File: src/rtl/spi_queue_pkg.sv
package spi_queue_pkg;

  typedef enum logic [1:0] {
    SQ_IDLE,
    SQ_ISSUE,
    SQ_BUSY,
    SQ_GAP
  } sq_state_e;

  localparam logic [1:0] RGN_REG = 2'd0;
  localparam logic [1:0] RGN_TX  = 2'd1;
  localparam logic [1:0] RGN_RX  = 2'd2;
  localparam logic [1:0] RGN_CMD = 2'd3;

  localparam int OFF_CTRL  = 0;
  localparam int OFF_NEWP  = 1;
  localparam int OFF_ENDP  = 2;
  localparam int OFF_DONEP = 3;
  localparam int OFF_STAT  = 4;
  localparam int OFF_IDLE  = 5;

  localparam int CTRL_EN    = 0;
  localparam int CTRL_WRAP  = 1;
  localparam int CTRL_IRQEN = 2;

endpackage

File: src/rtl/spi_queue_ram.sv
module spi_queue_ram #(
  parameter int DATA_W = 16,
  parameter int PTR_W  = 4,
  parameter int CMD_W  = 9
) (
  input  logic              clk,
  input  logic              tx_we,
  input  logic              cmd_we,
  input  logic [PTR_W-1:0]  cpu_idx,
  input  logic [DATA_W-1:0] cpu_wdata,
  output logic [DATA_W-1:0] cpu_tx,
  output logic [DATA_W-1:0] cpu_rx,
  output logic [CMD_W-1:0]  cpu_cmd,
  input  logic [PTR_W-1:0]  seq_idx,
  output logic [DATA_W-1:0] seq_tx,
  output logic [CMD_W-1:0]  seq_cmd,
  input  logic              rx_we,
  input  logic [PTR_W-1:0]  rx_idx,
  input  logic [DATA_W-1:0] rx_data
);
  localparam int DEPTH = 1 << PTR_W;

  logic [DATA_W-1:0] tx_mem  [DEPTH];
  logic [DATA_W-1:0] rx_mem  [DEPTH];
  logic [CMD_W-1:0]  cmd_mem [DEPTH];

  always_ff @(posedge clk) begin
    if (tx_we)  tx_mem[cpu_idx]  <= cpu_wdata;
    if (cmd_we) cmd_mem[cpu_idx] <= cpu_wdata[CMD_W-1:0];
    if (rx_we)  rx_mem[rx_idx]   <= rx_data;
  end

  assign cpu_tx  = tx_mem[cpu_idx];
  assign cpu_rx  = rx_mem[cpu_idx];
  assign cpu_cmd = cmd_mem[cpu_idx];
  assign seq_tx  = tx_mem[seq_idx];
  assign seq_cmd = cmd_mem[seq_idx];

endmodule

File: src/rtl/spi_queue_regs.sv
module spi_queue_regs
  import spi_queue_pkg::*;
#(
  parameter int DATA_W = 16,
  parameter int PTR_W  = 4,
  parameter int CS_W   = 4
) (
  input  logic              clk,
  input  logic              rst_n,
  input  logic              wr,
  input  logic              rd,
  input  logic [PTR_W-1:0]  off,
  input  logic [DATA_W-1:0] wdata,
  input  logic              flag_set,
  input  logic              en_clr,
  input  logic [PTR_W-1:0]  done_ptr,
  output logic              en,
  output logic              wrap,
  output logic [PTR_W-1:0]  new_ptr,
  output logic              newp_wr,
  output logic [PTR_W-1:0]  end_ptr,
  output logic [CS_W-1:0]   idle_cs,
  output logic              flag,
  output logic              irq,
  output logic [DATA_W-1:0] rdata
);
  logic irq_en, irq_arm, clr_arm;
  logic hit_ctrl, hit_newp, hit_endp, hit_stat, hit_idle;

  assign hit_ctrl = (off == PTR_W'(OFF_CTRL));
  assign hit_newp = (off == PTR_W'(OFF_NEWP));
  assign hit_endp = (off == PTR_W'(OFF_ENDP));
  assign hit_stat = (off == PTR_W'(OFF_STAT));
  assign hit_idle = (off == PTR_W'(OFF_IDLE));
  assign newp_wr  = wr && hit_newp;

  always_ff @(posedge clk or negedge rst_n) begin
    if (!rst_n) begin
      en      <= 1'b0;
      wrap    <= 1'b0;
      irq_en  <= 1'b0;
      new_ptr <= '0;
      end_ptr <= '0;
      idle_cs <= '1;
      flag    <= 1'b0;
      irq_arm <= 1'b0;
      clr_arm <= 1'b0;
    end else begin
      if (en_clr) en <= 1'b0;
      if (wr && hit_ctrl) begin
        en     <= wdata[CTRL_EN];
        wrap   <= wdata[CTRL_WRAP];
        irq_en <= wdata[CTRL_IRQEN];
      end
      if (newp_wr)            new_ptr <= wdata[PTR_W-1:0];
      if (wr && hit_endp)     end_ptr <= wdata[PTR_W-1:0];
      if (wr && hit_idle)     idle_cs <= wdata[CS_W-1:0];
      if (rd && hit_stat && flag) clr_arm <= 1'b1;
      if (wr && hit_stat) begin
        clr_arm <= 1'b0;
        if (clr_arm && !wdata[0]) flag <= 1'b0;
      end
      if (flag_set) begin
        flag    <= 1'b1;
        irq_arm <= irq_en;
      end
    end
  end

  assign irq = flag && irq_arm;

  always_comb begin
    rdata = '0;
    unique case (1'b1)
      hit_ctrl: rdata[2:0]       = {irq_en, wrap, en};
      hit_newp: rdata[PTR_W-1:0] = new_ptr;
      hit_endp: rdata[PTR_W-1:0] = end_ptr;
      (off == PTR_W'(OFF_DONEP)): rdata[PTR_W-1:0] = done_ptr;
      hit_stat: rdata[0]         = flag;
      hit_idle: rdata[CS_W-1:0]  = idle_cs;
      default:  rdata = '0;
    endcase
  end

  p_flag_clear_r11: assert property (@(posedge clk) disable iff (!rst_n)
    $fell(flag) |-> $past(wr && hit_stat && !wdata[0]));

  p_irq_raise_r12: assert property (@(posedge clk) disable iff (!rst_n)
    flag_set && irq_en |=> irq);

endmodule

File: src/rtl/spi_queue_fsm.sv
module spi_queue_fsm
  import spi_queue_pkg::*;
#(
  parameter int DATA_W = 16,
  parameter int PTR_W  = 4,
  parameter int CS_W   = 4,
  parameter int LEN_W  = 4,
  localparam int CMD_W = CS_W + LEN_W + 1
) (
  input  logic              clk,
  input  logic              rst_n,
  input  logic              en,
  input  logic              wrap,
  input  logic [PTR_W-1:0]  new_ptr,
  input  logic              newp_wr,
  input  logic [PTR_W-1:0]  end_ptr,
  input  logic [CS_W-1:0]   idle_cs,
  output logic [PTR_W-1:0]  seq_idx,
  input  logic [DATA_W-1:0] seq_tx,
  input  logic [CMD_W-1:0]  seq_cmd,
  output logic              xfer_valid,
  input  logic              xfer_ready,
  output logic [DATA_W-1:0] xfer_tx,
  output logic [LEN_W-1:0]  xfer_len,
  input  logic              done_valid,
  output logic              rx_we,
  output logic [PTR_W-1:0]  rx_idx,
  output logic [PTR_W-1:0]  done_ptr,
  output logic              flag_set,
  output logic              en_clr,
  output logic [CS_W-1:0]   cs_out
);
  sq_state_e        state_q;
  logic [PTR_W-1:0] wptr_q, nxt_ptr, pick;
  logic             pend_q, cont_q, last, fin, halt, launch;
  logic [CS_W-1:0]  cs_q;

  always_comb begin
    last     = (wptr_q == end_ptr);
    nxt_ptr  = last ? '0 : wptr_q + 1'b1;
    pick     = pend_q ? new_ptr : ((state_q == SQ_BUSY) ? nxt_ptr : wptr_q);
    seq_idx  = (state_q == SQ_IDLE) ? new_ptr : pick;
    fin      = (state_q == SQ_BUSY) && done_valid;
    flag_set = fin && last;
    en_clr   = fin && last && !wrap;
    halt     = fin && ((last && !wrap) || !en);
    launch   = (((state_q == SQ_IDLE) || (state_q == SQ_GAP)) && en)
            || (fin && !halt && cont_q);
  end

  always_ff @(posedge clk or negedge rst_n) begin
    if (!rst_n) begin
      state_q  <= SQ_IDLE;
      wptr_q   <= '0;
      pend_q   <= 1'b0;
      cont_q   <= 1'b0;
      cs_q     <= '1;
      xfer_tx  <= '0;
      xfer_len <= '0;
      done_ptr <= '0;
    end else begin
      if (newp_wr)     pend_q <= 1'b1;
      else if (launch) pend_q <= 1'b0;
      if (fin) done_ptr <= wptr_q;
      if (launch) begin
        wptr_q   <= seq_idx;
        xfer_tx  <= seq_tx;
        xfer_len <= seq_cmd[CS_W +: LEN_W];
        cont_q   <= seq_cmd[CMD_W-1];
        cs_q     <= seq_cmd[CS_W-1:0];
        state_q  <= SQ_ISSUE;
      end else begin
        unique case (state_q)
          SQ_IDLE:  cs_q <= idle_cs;
          SQ_ISSUE: if (xfer_ready) state_q <= SQ_BUSY;
          SQ_BUSY: if (fin) begin
            cs_q    <= idle_cs;
            wptr_q  <= nxt_ptr;
            state_q <= halt ? SQ_IDLE : SQ_GAP;
          end
          SQ_GAP: begin
            cs_q    <= idle_cs;
            state_q <= SQ_IDLE;
          end
          default: state_q <= SQ_IDLE;
        endcase
      end
    end
  end

  assign xfer_valid = (state_q == SQ_ISSUE);
  assign rx_we      = fin;
  assign rx_idx     = wptr_q;
  assign cs_out     = cs_q;

  p_offer_hold_r13: assert property (@(posedge clk) disable iff (!rst_n)
    xfer_valid && !xfer_ready |=> xfer_valid && $stable(xfer_tx) && $stable(xfer_len));

  p_cs_during_xfer_r6: assert property (@(posedge clk) disable iff (!rst_n)
    (state_q == SQ_BUSY) && !done_valid |=> $stable(cs_out));

  p_gap_idle_r7: assert property (@(posedge clk) disable iff (!rst_n)
    (state_q == SQ_GAP) |-> cs_out == $past(idle_cs));

endmodule

File: src/rtl/spi_queue_seq.sv
module spi_queue_seq
  import spi_queue_pkg::*;
#(
  parameter int DATA_W = 16,
  parameter int PTR_W  = 4,
  parameter int CS_W   = 4,
  parameter int LEN_W  = 4
) (
  input  logic               clk,
  input  logic               rst_n,
  input  logic               cpu_wr,
  input  logic               cpu_rd,
  input  logic [PTR_W+1:0]   cpu_addr,
  input  logic [DATA_W-1:0]  cpu_wdata,
  output logic [DATA_W-1:0]  cpu_rdata,
  output logic               xfer_valid,
  input  logic               xfer_ready,
  output logic [DATA_W-1:0]  xfer_tx,
  output logic [LEN_W-1:0]   xfer_len,
  input  logic               done_valid,
  input  logic [DATA_W-1:0]  done_rx,
  output logic [CS_W-1:0]    cs_out,
  output logic               irq
);
  localparam int CMD_W = CS_W + LEN_W + 1;

  logic [1:0]        rgn;
  logic [PTR_W-1:0]  idx;
  logic              reg_wr, reg_rd;
  logic              en, wrap, newp_wr, flag, flag_set, en_clr, rx_we;
  logic [PTR_W-1:0]  new_ptr, end_ptr, done_ptr, seq_idx, rx_idx;
  logic [CS_W-1:0]   idle_cs;
  logic [DATA_W-1:0] reg_rdata, cpu_tx, cpu_rx, seq_tx;
  logic [CMD_W-1:0]  cpu_cmd, seq_cmd;

  assign rgn    = cpu_addr[PTR_W+1:PTR_W];
  assign idx    = cpu_addr[PTR_W-1:0];
  assign reg_wr = cpu_wr && (rgn == RGN_REG);
  assign reg_rd = cpu_rd && (rgn == RGN_REG);

  spi_queue_regs #(.DATA_W(DATA_W), .PTR_W(PTR_W), .CS_W(CS_W)) u_regs (
    .clk(clk), .rst_n(rst_n), .wr(reg_wr), .rd(reg_rd), .off(idx),
    .wdata(cpu_wdata), .flag_set(flag_set), .en_clr(en_clr),
    .done_ptr(done_ptr), .en(en), .wrap(wrap), .new_ptr(new_ptr),
    .newp_wr(newp_wr), .end_ptr(end_ptr), .idle_cs(idle_cs),
    .flag(flag), .irq(irq), .rdata(reg_rdata)
  );

  spi_queue_ram #(.DATA_W(DATA_W), .PTR_W(PTR_W), .CMD_W(CMD_W)) u_ram (
    .clk(clk),
    .tx_we(cpu_wr && (rgn == RGN_TX)),
    .cmd_we(cpu_wr && (rgn == RGN_CMD)),
    .cpu_idx(idx), .cpu_wdata(cpu_wdata),
    .cpu_tx(cpu_tx), .cpu_rx(cpu_rx), .cpu_cmd(cpu_cmd),
    .seq_idx(seq_idx), .seq_tx(seq_tx), .seq_cmd(seq_cmd),
    .rx_we(rx_we), .rx_idx(rx_idx), .rx_data(done_rx)
  );

  spi_queue_fsm #(.DATA_W(DATA_W), .PTR_W(PTR_W), .CS_W(CS_W), .LEN_W(LEN_W)) u_fsm (
    .clk(clk), .rst_n(rst_n), .en(en), .wrap(wrap), .new_ptr(new_ptr),
    .newp_wr(newp_wr), .end_ptr(end_ptr), .idle_cs(idle_cs),
    .seq_idx(seq_idx), .seq_tx(seq_tx), .seq_cmd(seq_cmd),
    .xfer_valid(xfer_valid), .xfer_ready(xfer_ready), .xfer_tx(xfer_tx),
    .xfer_len(xfer_len), .done_valid(done_valid), .rx_we(rx_we),
    .rx_idx(rx_idx), .done_ptr(done_ptr), .flag_set(flag_set),
    .en_clr(en_clr), .cs_out(cs_out)
  );

  always_comb begin
    unique case (rgn)
      RGN_REG: cpu_rdata = reg_rdata;
      RGN_TX:  cpu_rdata = cpu_tx;
      RGN_RX:  cpu_rdata = cpu_rx;
      default: cpu_rdata = DATA_W'(cpu_cmd);
    endcase
  end

  p_end_flag_r8: assert property (@(posedge clk) disable iff (!rst_n)
    flag_set |=> flag);

  p_halt_r9: assert property (@(posedge clk) disable iff (!rst_n)
    en_clr && !(reg_wr && idx == PTR_W'(OFF_CTRL)) |=> !en && !xfer_valid);

endmodule

File: config.mk
export PLATFORM = sky130hd
export DESIGN_NAME = spi_queue_seq
export DESIGN_NICKNAME = d
export VERILOG_FILES = /design/src/rtl/spi_queue_pkg.sv /design/src/rtl/spi_queue_ram.sv /design/src/rtl/spi_queue_regs.sv /design/src/rtl/spi_queue_fsm.sv /design/src/rtl/spi_queue_seq.sv
export SDC_FILE = /design/constraint.sdc
export NUM_CORES = 1
export LEC_CHECK = 0
export ABC_CLOCK_PERIOD_IN_PS = 7400
export BUFFER_PORTS_ARGS = -buffer_cell sky130_fd_sc_hd__buf_2
export CORE_MARGIN = 2
export CORE_UTILIZATION = 40
export DETAILED_ROUTE_END_ITERATION = 8
export GPL_ROUTABILITY_DRIVEN = 0
export PLACE_DENSITY = 0.61
export SYNTH_ARGS = -nofsm -noshare
export SYNTH_HDL_FRONTEND = slang
export SYNTH_SLANG_ARGS = --single-unit
export TNS_END_PERCENT = 20
File: constraint.sdc
create_clock -name clk -period 7.4 [get_ports clk]
set_input_delay 0.37 -clock clk [delete_from_list [all_inputs] [get_ports clk]]
set_output_delay 0.37 -clock clk [all_outputs]
set_load 0.03 [all_outputs]
==> results.py <==
metrics = {
    "die": {
        "row_count": 102,
        "die_y_um": 285,
        "core_sq_um": 77700,
        "start_util_pct": 40.6,
        "chipWidth_um": 285,
        "pin_count": 86,
        "die_area_sq_um": 81100,
    },
    "yosys": {
        "avgSynthCellArea_sq_um": 16.3,
        "ys_ff_latch": 710,
        "ys_seq_area_share_pct": 66.8,
        "synth_edf_count": 656,
        "postSynthCellCount": 1936,
        "synth_area_sq_um": 31500,
        "async_flop_share_pct": 7.61,
        "ys_warn_count": 0,
        "yosysUniqueCellTypes": 59,
        "synthFlopType": "edfxtp_1",
        "syn_nets": 1989,
    },
    "timing": {
        "grt_setup_unrepaired": "no",
        "fmax_mhz": 236,
        "final-setup-viol-count": 0,
        "post-route-period-util_pct": 57.4,
        "tightest_slew_ns": 1.20,
        "slew_violations": 0,
        "skew_ns": 0.0198,
        "setup_tns_ns": 0,
        "post-route-min-period_ns": 4.25,
        "timing.final.hold_violations": 0,
        "slew_headroom_pct": 19.4,
        "layout_setup_ws_ns": 3.15,
    },
    "finish": {
        "regArea_sq_um": 21100,
        "layout.nets": 2068,
        "layout_common_cells": "edfxtp_1 (656), nand2_1 (297), mux4_2 (205)",
        "final_common_cell": "edfxtp_1",
        "multi_input_area_sq_um": 9980,
        "fillers": 6589,
        "final_design_area_no_fill_sq_um": 35800,
        "area_delta_synth_final_pct": 13.7,
        "drive_above_1_share_pct": 25.0,
        "fin_cells": 3118,
    },
    "pwr": {
        "power_leakage_nw": 12.1,
        "finalPower_mw": 12.7,
        "seqPwrFrac_pct": 37.2,
        "clock_power_share_pct": 31.0,
        "switchingPower_mw": 4.39,
        "powerDensity_nw_per_um2": 354,
        "swShare_pct": 34.6,
        "pwr-share-comb_pct": 31.7,
        "power.internal_mw": 8.29,
        "ir_drop_mv": 0.334,
    },
    "grt": {
        "grt_usage_pct": 21.8,
        "grt_start_max_net_pins": 111,
        "grt_pass1_wl_um": 130000,
        "grt_antenna_before_repair": 5,
        "grt_remaining_overflow": 0,
        "grt_pass1_vias": 18800,
    },
    "clock_network": {
        "postCtsHoldBufs": 0,
        "cts.sinks": 710,
        "cts_max_level": 3,
        "cts_tree": "yes",
        "cts_setup_buffers": 0,
        "cts.repair.resized": 0,
        "numCtsBuffers": 75,
        "clock_tree.buffer_depth": 3,
        "insertion_delay_ns": 0.63,
        "clk_pin_slew_worst_paths_ns": 0.06,
        "root_buffer": "clkbuf_16",
    },
    "worst_setup_path": {
        "endpoint_kind": "register",
        "cpMaxStageDelayCell": "nand4_1",
        "cpPeakStageDelay_ns": 0.72,
        "r2r_slack_ns": 3.15,
        "startpoint_type": "register",
        "arrival_ns": 4.77,
        "cp.required_ns": 7.92,
        "startpoint": "u_fsm.rx_idx[3]",
        "reg2reg_from": "u_fsm.rx_idx[3]",
        "r2r_end": "u_fsm.cs_out[2]",
        "cp_num_buf_inv": 1,
        "path_class": "register to register",
        "cp.depth": 8,
        "cp_top_family": "simple AND/OR/NAND/NOR gates",
        "rr_worst_depth": 8,
        "cp-endpoint": "u_fsm.cs_out[2]",
        "path_cells": "xnor2_1, nand4_1, o211a_1, o21a_1, nand2b_1, buf_4, o221ai_1, a211oi_1",
        "path_max_fanout": 16,
    },
    "drt": {
        "avgRoutedWirePerCell_um": 28.5,
        "wirelength_um": 88800,
        "drc": 0,
        "routed_via_density": 6.06,
        "dr_total_vias": 18900,
        "drt_iter0_markers": 2351,
        "firstDrtPassIters": 6,
        "ant_nets": 0,
    },
    "status": {
        "status": "complete, no violations",
    },
    "placement": {
        "dp.cells": 2978,
        "dp_hpwl_um": 51500,
        "numPortBuffers": 85,
        "place_area_sq_um": 33300,
        "pre_cts_ws_ns": 3.22,
    },
    "hold_path": {
        "hp-class": "input pin to asynchronous set/reset pin",
    },
    "job": {
        "maxCapViolCount": 0,
    },
}
[Yosys cell counts (all sizes together) (21+ instances only)]
library cell / n / share of area [%]
edfxtp: 656 / 62
mux4: 205 / 15
and3: 52 / 1.0
mux2i: 85 / 2.7
nand2b: 24 / 0.48
o22ai: 21 / 0.42
buf: 69 / 1.1
nor2: 46 / 0.55
nand3: 127 / 2.0
a311o: 21 / 0.67
dfrtp: 46 / 3.6
clkbuf: 71 / 0.84
nand2: 297 / 3.5
[power groups by stage]
stage / combinational [mW] / sequential (mW) / clock (mW)
after floorplan: 2.74 / 4.86 / 0
after global placement: 3.93 / 4.80 / 0
after detailed placement: 3.99 / 4.80 / 0
after CTS: 4.01 / 4.72 / 3.98
after global routing: 4.32 / 4.74 / 4.13
final: 4.02 / 4.72 / 3.94
[cell families after synthesis]
group,Yosys count,share of synthesized area (%)
DFF,710,66.8
and+or+nand+nor,594,8.50
muxes,310,18.0
AOI/OAI and AO/OA,159,4.08
buffers and inverters,149,2.10
adders and majority gates,9,0.357
xor gates and xnor gates,5,0.139
[worst reg2reg max path, delay by kind of cell, from the launching register on]
kind	cells	cell delay (ns)
AOI/OAI and AO/OA	4	1.41
and+or+nand+nor	2	1.40
DFF	1	0.65
buffers and inverters	1	0.51
xor gates and xnor gates	1	0.18
[how the worst min path moves through the flow]
stage               startpoint                 to  slack, ns  cells past startpoint
6_report                 rst_n   u_fsm.xfer_tx[0]       0.01                      2
5_1_grt                  rst_n   u_fsm.xfer_tx[9]       0.06                      2
4_1_cts                  rst_n  u_fsm.xfer_len[0]       0.02                      2
3_5_place_dp   u_fsm.cs_out[2]    u_fsm.cs_out[2]       0.49                      2
3_3_place_gp   u_fsm.cs_out[2]    u_fsm.cs_out[2]       0.48                      2
2_1_floorplan            rst_n       u_fsm.cont_q       0.07                      0
[cell type report]
cell class	count	share of cell area, %
sequential	710	58.7
multi-input combinational	1077	27.8
clock buffer	98	5.73
tap	1040	3.63
timing repair buffer	142	2.50
clock inverter	41	1.44
inverter	9	0.0942
antenna	1	0.00698
[routing by layer]
layer  routed length, um  track usage, %  share of wire (%)  up-vias
met5                  38               0              0.043        -
met4                2880            7.66                3.2        6
met3                6940            3.38                7.8      192
met2               43100            35.2                 49      931
met1               35800            30.3                 40     9900
li1                    -               -                  -     7875
[state kept, by name (all words and copies together), names as in the netlist]
name            count
u_fsm.pend_q        1
u_fsm.xfer_tx      16
u_regs.idle_cs      4
u_fsm.cs_out        4
u_regs.end_ptr      4
u_regs.irq_en       1
u_fsm.xfer_len      4
u_ram.tx_mem      256
u_fsm.done_ptr      4
u_ram.cmd_mem     144
u_fsm.cont_q        1
u_fsm.rx_idx        4
u_ram.rx_mem      256
u_regs.wrap         1
u_regs.new_ptr      4
u_regs.en           1
u_regs.clr_arm      1
u_regs.flag         1
u_regs.irq_arm      1
u_fsm.state_q       2
[through the flow]
stage          utilization [%]  hold slack, ns
2_1_floorplan                -          0.0744
3_3_place_gp              42.8           0.484
3_5_place_dp              42.8           0.487
4_1_cts                   46.1          0.0172
5_1_grt                   46.1          0.0647
6_report                  46.1          0.0107
(Power assumes the default switching activity.)
